$ cat config.mk
export PLATFORM = sky130hd
export DESIGN_NAME = spi_pause_ctrl
export DESIGN_NICKNAME = d
export VERILOG_FILES = /design/src/rtl/spi_pause_pkg.sv /design/src/rtl/pin_sync.sv /design/src/rtl/pause_fsm.sv /design/src/rtl/shift_core.sv /design/src/rtl/cycle_timer.sv /design/src/rtl/spi_pause_ctrl.sv
export SDC_FILE = /design/constraint.sdc
export NUM_CORES = 1
export LEC_CHECK = 0
export BUFFER_PORTS_ARGS = -buffer_cell sky130_fd_sc_hd__buf_2
export CAP_MARGIN = 20
export CELL_PAD_IN_SITES_DETAIL_PLACEMENT = 1
export CELL_PAD_IN_SITES_GLOBAL_PLACEMENT = 1
export CORE_MARGIN = 10
export CORE_UTILIZATION = 35
export CTS_BUF_LIST = sky130_fd_sc_hd__clkbuf_8
export CTS_CLUSTER_SIZE = 20
export DETAILED_ROUTE_END_ITERATION = 8
export PLACE_DENSITY_LB_ADDON = 0.1
export SKIP_CTS_REPAIR_TIMING = 1
export SLEW_MARGIN = 20
export SYNTH_ARGS = -nofsm -noshare
export SYNTH_HDL_FRONTEND = slang
export SYNTH_HIERARCHICAL = 1
export SYNTH_SLANG_ARGS = --single-unit
export TNS_END_PERCENT = 1
$ cat constraint.sdc
create_clock -name clk -period 1.42 [get_ports clk]
set_input_delay 0.213 -clock clk [delete_from_list [all_inputs] [get_ports clk]]
set_output_delay 0.213 -clock clk [all_outputs]
set_load 0.005 [all_outputs]
$ cat src/rtl/spi_pause_pkg.sv
// Shared types for the serial pause controller.
// Assumes all pin samples are taken in the system clock domain.
package spi_pause_pkg;
    // Synchronised view of the serial pins
    typedef struct packed {
        logic cs_n;
        logic sck;
        logic hold_n;
        logic mosi;
    } pins_t;

    localparam int PIN_COUNT = 4;
endpackage

$ cat src/rtl/pin_sync.sv
// Multi-stage synchroniser for a vector of asynchronous pins.
// Each bit gets its own chain with a per-bit reset value.
module pin_sync #(
    parameter int WIDTH  = 4,
    parameter int STAGES = 2,
    parameter logic [WIDTH-1:0] RST_VAL = '0
) (
    input  logic             clk,
    input  logic             rst_n,
    input  logic [WIDTH-1:0] d,
    output logic [WIDTH-1:0] q
);
    genvar gi;
    generate
        for (gi = 0; gi < WIDTH; gi++) begin : g_bit
            logic [STAGES-1:0] chain;
            // shift the pin value through the chain
            always_ff @(posedge clk) begin
                if (!rst_n) chain <= {STAGES{RST_VAL[gi]}};
                else        chain <= {chain[STAGES-2:0], d[gi]};
            end
            assign q[gi] = chain[STAGES-1];
        end
    endgenerate
endmodule

$ cat src/rtl/pause_fsm.sv
// Pause state tracker: entry and exit are qualified on the serial clock
// being low; a deselect during a pause aborts and locks out re-entry
// until the pause pin has been seen high. Inputs are already synchronised.
module pause_fsm
    import spi_pause_pkg::*;
(
    input  logic  clk,
    input  logic  rst_n,
    input  pins_t pins,
    output logic  hold_q,
    output logic  abort_q
);
    logic lockout;

    // pause state, gated by chip select and serial clock low phase
    always_ff @(posedge clk) begin
        if (!rst_n) begin
            hold_q <= 1'b0;
        end else if (pins.cs_n) begin
            hold_q <= 1'b0;
        end else if (!hold_q) begin
            if (!pins.hold_n && !pins.sck && !lockout) hold_q <= 1'b1;
        end else if (pins.hold_n && !pins.sck) begin
            hold_q <= 1'b0;
        end
    end

    // lockout after a deselect-abort, cleared by the pin going high
    always_ff @(posedge clk) begin
        if (!rst_n)                    lockout <= 1'b0;
        else if (hold_q && pins.cs_n)  lockout <= 1'b1;
        else if (pins.hold_n)          lockout <= 1'b0;
    end

    // one-cycle abort pulse
    always_ff @(posedge clk) begin
        if (!rst_n) abort_q <= 1'b0;
        else        abort_q <= hold_q & pins.cs_n;
    end

    assert_entry_selected_R1: assert property (@(posedge clk) disable iff (!rst_n)
        $rose(hold_q) |-> !$past(pins.cs_n));
    assert_entry_sck_low_R2: assert property (@(posedge clk) disable iff (!rst_n)
        $rose(hold_q) |-> !$past(pins.sck));
    assert_exit_sck_low_R3: assert property (@(posedge clk) disable iff (!rst_n)
        ($fell(hold_q) && !$past(pins.cs_n)) |-> !$past(pins.sck));
    assert_no_reentry_locked_R8: assert property (@(posedge clk) disable iff (!rst_n)
        $rose(hold_q) |-> !$past(lockout));
endmodule

$ cat src/rtl/shift_core.sv
// Serial shift engine: captures input on rising serial clock edges and
// updates the output bit on falling edges. A freeze input stops all
// progress while keeping the bit position and partial word.
module shift_core
    import spi_pause_pkg::*;
#(
    parameter int WORD_W = 8,
    localparam int CW = $clog2(WORD_W)
) (
    input  logic              clk,
    input  logic              rst_n,
    input  pins_t             pins,
    input  logic              freeze,
    input  logic [WORD_W-1:0] tx_byte,
    output logic [CW-1:0]     bit_cnt,
    output logic [WORD_W-1:0] rx_byte,
    output logic              rx_valid,
    output logic              sdo
);
    logic              sck_d;
    logic [WORD_W-1:0] shreg;
    logic              rise, fall;
    logic [CW-1:0]     out_idx;

    assign rise    = pins.sck & ~sck_d;
    assign fall    = ~pins.sck & sck_d;
    assign out_idx = CW'(WORD_W - 1) - bit_cnt;

    // previous serial clock level for edge detection
    always_ff @(posedge clk) begin
        if (!rst_n) sck_d <= 1'b0;
        else        sck_d <= pins.sck;
    end

    // bit counter, input shift and output bit
    always_ff @(posedge clk) begin
        if (!rst_n) begin
            bit_cnt  <= '0;
            shreg    <= '0;
            rx_byte  <= '0;
            rx_valid <= 1'b0;
            sdo      <= 1'b0;
        end else begin
            rx_valid <= 1'b0;
            if (pins.cs_n) begin
                bit_cnt <= '0;
                sdo     <= tx_byte[WORD_W-1];
            end else if (!freeze) begin
                if (rise) begin
                    shreg <= {shreg[WORD_W-2:0], pins.mosi};
                    if (bit_cnt == CW'(WORD_W - 1)) begin
                        rx_byte  <= {shreg[WORD_W-2:0], pins.mosi};
                        rx_valid <= 1'b1;
                        bit_cnt  <= '0;
                    end else begin
                        bit_cnt <= bit_cnt + 1'b1;
                    end
                end
                if (fall) sdo <= tx_byte[out_idx];
            end
        end
    end

    assert_frozen_count_R5: assert property (@(posedge clk) disable iff (!rst_n)
        (freeze && !pins.cs_n) |=> $stable(bit_cnt));
    assert_frozen_no_word_R5: assert property (@(posedge clk) disable iff (!rst_n)
        (freeze && !pins.cs_n) |=> !rx_valid);
endmodule

$ cat src/rtl/cycle_timer.sv
// Internal long-cycle timer: runs for a fixed number of system clocks
// once started and takes no input from the pause logic.
module cycle_timer #(
    parameter int CYC_LEN = 16,
    localparam int TW = $clog2(CYC_LEN + 1)
) (
    input  logic clk,
    input  logic rst_n,
    input  logic start,
    output logic busy
);
    logic [TW-1:0] remain;

    // countdown while busy
    always_ff @(posedge clk) begin
        if (!rst_n) begin
            busy   <= 1'b0;
            remain <= '0;
        end else if (!busy) begin
            if (start) begin
                busy   <= 1'b1;
                remain <= TW'(CYC_LEN - 1);
            end
        end else if (remain == '0) begin
            busy <= 1'b0;
        end else begin
            remain <= remain - 1'b1;
        end
    end

    assert_start_sets_busy_R6: assert property (@(posedge clk) disable iff (!rst_n)
        (start && !busy) |=> busy);
endmodule

$ cat src/rtl/spi_pause_ctrl.sv
// Top level of the serial slave pause controller. Synchronises the pins,
// tracks the pause state, freezes the shift engine while paused and
// releases the output driver. The internal cycle timer runs independently.
module spi_pause_ctrl
    import spi_pause_pkg::*;
#(
    parameter int WORD_W      = 8,
    parameter int SYNC_STAGES = 2,
    parameter int CYC_LEN     = 16,
    localparam int CW = $clog2(WORD_W)
) (
    input  logic              clk,
    input  logic              rst_n,
    input  logic              cs_n,
    input  logic              sck,
    input  logic              mosi,
    input  logic              hold_n,
    input  logic [WORD_W-1:0] tx_byte,
    input  logic              cyc_start,
    output logic              miso,
    output logic              miso_oe,
    output logic [WORD_W-1:0] rx_byte,
    output logic              rx_valid,
    output logic [CW-1:0]     bit_pos,
    output logic              hold_active,
    output logic              hold_abort,
    output logic              busy
);
    pins_t pins;
    logic  hold_q;

    pin_sync #(
        .WIDTH  (PIN_COUNT),
        .STAGES (SYNC_STAGES),
        .RST_VAL(4'b1010)
    ) u_sync (
        .clk  (clk),
        .rst_n(rst_n),
        .d    ({cs_n, sck, hold_n, mosi}),
        .q    (pins)
    );

    pause_fsm u_fsm (
        .clk    (clk),
        .rst_n  (rst_n),
        .pins   (pins),
        .hold_q (hold_q),
        .abort_q(hold_abort)
    );

    shift_core #(.WORD_W(WORD_W)) u_shift (
        .clk     (clk),
        .rst_n   (rst_n),
        .pins    (pins),
        .freeze  (hold_q),
        .tx_byte (tx_byte),
        .bit_cnt (bit_pos),
        .rx_byte (rx_byte),
        .rx_valid(rx_valid),
        .sdo     (miso)
    );

    cycle_timer #(.CYC_LEN(CYC_LEN)) u_timer (
        .clk  (clk),
        .rst_n(rst_n),
        .start(cyc_start),
        .busy (busy)
    );

    assign hold_active = hold_q;
    assign miso_oe     = ~pins.cs_n & ~hold_q;

    assert_abort_clears_R7: assert property (@(posedge clk) disable iff (!rst_n)
        hold_abort |-> (!hold_active && bit_pos == '0));
endmodule

==> results by stage <==
Run status:
- The run finished, with violations left.
- The checks that failed: setup timing.

Timing:
- The final max-slew violation count came to 0.
- For the pin with the worst max-slew slack, the measured transition is 0.483 ns.
- Setup violations remaining at the end of the flow were counted as 4.
- The worst-case clock skew is 0.00557 ns.
- Of the available clock period, the critical path in the final layout requires 106%.
- The worst pin sits at a relative slew slack of 67.3%.
- The routed design could run at a clock period as short as 1.51 ns.
- The fmax is 663 MHz.
- Setup repair after global routing could not meet its margin everywhere.
- Summed over all failing endpoints, the final setup total negative slack is -0.198 ns.
- The total count of hold-check failures in the final report was 0.
- The post-layout worst setup margin is -0.0880 ns.

Floorplan:
- The top-level I/O count is 32.
- The full die area is 7540 sq um.
- The floorplan row count is 24.
- The die width is 86.8 um.
- The floorplan step set the die height to 86.8 um.
- The effective utilization at floorplan is 35.9%.
- The placeable core region is 4350 sq um.

Worst setup path:
- The start-to-end type of the worst setup path is reg -> reg.
- Of all nets on the critical path, the largest fanout is 5.
- The worst setup path is captured at a register.
- The worst setup path is launched from a register.
- Data arrives at the worst endpoint at 1.66 ns.
- The beginning of the worst register-to-register path is u_timer/remain[1].
- The critical path required time is 1.57 ns.
- The worst setup path startpoint is u_timer/remain[1].

Min path:
- The launch point of the worst hold path is hold_n.
- The path class of the tightest hold or removal check is in -> reg.

Logic synthesis:
- The gate count after technology mapping is 154.
- The most frequent cell after synthesis is sky130_fd_sc_hd__dfxtp_1.
- The total of warnings raised by yosys is 6.
- The biggest area contributor in the post-synthesis netlist is sky130_fd_sc_hd__dfxtp_1.
- The count of flip-flops with a built-in enable after synthesis is 0.
- The post-synthesis async set-or-reset flop share is 0%.
- The top cell type's share of synthesized area is 48.6%.
- The main flop type after synthesis is sky130_fd_sc_hd__dfxtp_1.
- In this run, distinct cell masters in the synthesized netlist total 38.
- The flop and latch count out of synthesis is 38.
- When the netlist entered floorplanning its net count stood at 172.
- The average size of a mapped cell is 10.2 sq um.
- After synthesis, the cell types taking the most area are sky130_fd_sc_hd__dfxtp_1, sky130_fd_sc_hd__a21boi_0, sky130_fd_sc_hd__nand2_1.
- The commonest cells after synthesis are sky130_fd_sc_hd__dfxtp_1, sky130_fd_sc_hd__nand2_1, sky130_fd_sc_hd__a21boi_0.
- The netlist area before placement is 1560 sq um.
- The share of synthesized area occupied by flip-flops and latches is 48.6%.

Drt:
- Dividing the detail-routed wire length by the instance count gives 14.7 um.
- The starting DRC count in detailed routing is 41.
- The average vias per placed instance is 5.07.
- For this block, the routed nets add up to 3650 um of wire.
- The post-detailed-route DRC marker count is 0.
- The detailed router placed 1258 vias in this run.
- In this run the remaining antenna-violating nets after routing total 0.
- The pre-antenna-repair detailed-routing pass consisted of 4 iterations.

Placed design:
- The total placed instance area is 1820 sq um.
- Input and output buffers added on the ports amount to 31.
- The congestion estimate from routability-driven global placement came to 0.711.
- The half-perimeter wire length of the detailed placement result is 2670 um.

Pwr:
- The part of the total power dissipated in sequential elements is 50.0%.
- Net switching is 23.0% of the power.
- Total power for the finished layout comes to 2240 uW.
- For this design the total switching power over the nets is 514 uW.
- The analysis attributes to cell leakage a power of 0.000775 uW.
- For this design the ratio of total power to cell area is 1140 nW/um^2.
- The clock network accounts for 40.9% of the total power.
- The design internal power is 1730 uW.
- The part of the power in combinational logic is 9.1%.
- Across the VDD grid, the largest voltage drop is 0.583 mV.

CTS:
- In this run the deepest clock path goes through 2 buffers.
- The clock tree from TritonCTS is done.
- The clock tree synthesis step divided the H-tree into 2 levels.
- The root cell of the clock tree is sky130_fd_sc_hd__clkbuf_8.
- The number of sinks on the clock net is 38.
- Clock-pin slew was measured on the worst setup and hold paths at 0.08 ns.
- In this run, CTS created clock tree buffers numbering 5.
- For the worst-skew pair, the clock arrives at the later sink with an insertion delay of 0.29 ns.

Global route:
- The number of antenna violations at the first check in global routing came to 0.
- The first global-routing pass estimated 6120 um of wire.
- The overall track demand over capacity in global routing is 9.80%.
- The largest net degree at the start of global routing is 20.
- The total congestion overflow after global routing is 0.
- The via count of the first global-routing pass is 1336.

Finish:
- Summing all non-filler instances in the final layout gives an area of 1970 sq um.
- The net count of the finished layout is 213.
- The repair_antennas step left the layout with diodes totalling 0.
- Registers take 764 sq um.
- Cells with a size suffix above 1 make up 35.7% of the layout.
- Compared with the post-synthesis result, the final layout area differs by 25.9%.
- The total area of multi-input combinational cells is 764 sq um.
- The fill cell total of the finished layout is 511.

Flow run:
- The tool flagged a number of max-cap violations equal to 0.
==> routing by layer <==
layer / share of wire, % / wire [um] / track usage (%) / vias up
met2: 47 / 1710 / 15.9 / 30
met5: 0 / 0 / 0 / -
met3: 7.1 / 258 / 4.32 / 4
li1: - / - / - / 623
met1: 45 / 1650 / 11.1 / 601
met4: 0.88 / 32 / 3.53 / 0
==> through the flow <==
stage	utilization, %	hold slack (ns)	setup WS, ns	instances
6_report	45.2	0.100	-0.0880	248
5_1_grt	45.2	0.106	-0.153	248
4_1_cts	44.3	0.0909	-0.170	248
3_5_place_dp	41.7	0.398	-0.151	240
3_3_place_gp	41.7	0.390	-0.0544	240
2_1_floorplan	-	0.286	-0.0173	154
==> sequential cells by signal, indices dropped and copies added, names as in the netlist <==
name and count:
u_shift/sck_d 1, u_timer/remain 5, u_sync/g_bit.chain 8, u_timer/busy 1
u_shift/rx_valid 1, u_shift/shreg 7, u_fsm/hold_q 1, u_shift/bit_cnt 3
u_shift/sdo 1, u_shift/rx_byte 8, u_fsm/abort_q 1, u_fsm/lockout 1
==> cells in the final DEF (no fill, tap or decap), types with 2 or more instances in the layout <==
cell type	instances
sky130_fd_sc_hd__nand2_1	18
sky130_fd_sc_hd__and2_1	5
sky130_fd_sc_hd__nand2b_1	8
sky130_fd_sc_hd__a21boi_1	3
sky130_fd_sc_hd__dfxtp_2	3
sky130_fd_sc_hd__buf_2	31
sky130_fd_sc_hd__clkbuf_8	5
sky130_fd_sc_hd__nand3_1	8
sky130_fd_sc_hd__inv_2	2
sky130_fd_sc_hd__dfxtp_1	35
sky130_fd_sc_hd__and4b_1	2
sky130_fd_sc_hd__nor2_1	5
sky130_fd_sc_hd__nor4b_1	2
sky130_fd_sc_hd__clkinvlp_4	2
sky130_fd_sc_hd__or4b_4	2
sky130_fd_sc_hd__o21ai_1	7
sky130_fd_sc_hd__a21boi_0	13
sky130_fd_sc_hd__a21oi_1	4
sky130_fd_sc_hd__mux2i_1	3
sky130_fd_sc_hd__buf_4	10
sky130_fd_sc_hd__mux4_2	2
==> layout make-up <==
class                   count  area share, %
repair buffers             42           12.7
clock buffers               5           3.49
multi-input cells         105           38.8
flip-flops and latches     38           38.8
clock inverters             3           2.29
well taps                  52           3.30
inverters                   3          0.572
==> worst max-delay path, cell delays in order (launching register included) <==
cell	delay, ns
sky130_fd_sc_hd__dfxtp_2	0.33
sky130_fd_sc_hd__inv_2	0.08
sky130_fd_sc_hd__ha_4	0.15
sky130_fd_sc_hd__or4b_4	0.52
sky130_fd_sc_hd__a211oi_2	0.24
sky130_fd_sc_hd__a211oi_1	0.06
==> final timing paths <==
path                                            endpoint  slack, ns  cells past startpoint
worst max register to register         u_timer/remain[3]      -0.09                      5
worst min register to register  u_sync/g_bit[1].chain[1]       0.42                      1
worst min-delay path            u_sync/g_bit[1].chain[0]       0.10                      2
worst max-delay path                   u_timer/remain[3]      -0.09                      5
==> cell families (layout without fill, tap and decap cells) <==
| logic type | after synthesis | count (layout) | share of synthesized area [%] |
|---|---|---|---|
| and+or+nand+nor | 59 | 59 | 22.9 |
| DFF | 38 | 38 | 48.6 |
| AOI/OAI and AO/OA | 37 | 37 | 15.6 |
| buffers and inverters | 11 | 53 | 4.96 |
| muxes | 6 | 6 | 5.52 |
| adders and majority gates | 3 | 3 | 2.40 |
==> power groups by stage <==
stage | Sequential, uW | Combinational, uW | Clock, uW
2_1_floorplan | 1140 | 107 | 0
3_3_place_gp | 1140 | 166 | 0
3_5_place_dp | 1140 | 180 | 0
4_1_cts | 1120 | 180 | 944
5_1_grt | 1120 | 229 | 981
6_report | 1120 | 204 | 917
(Power assumes the default switching activity.)
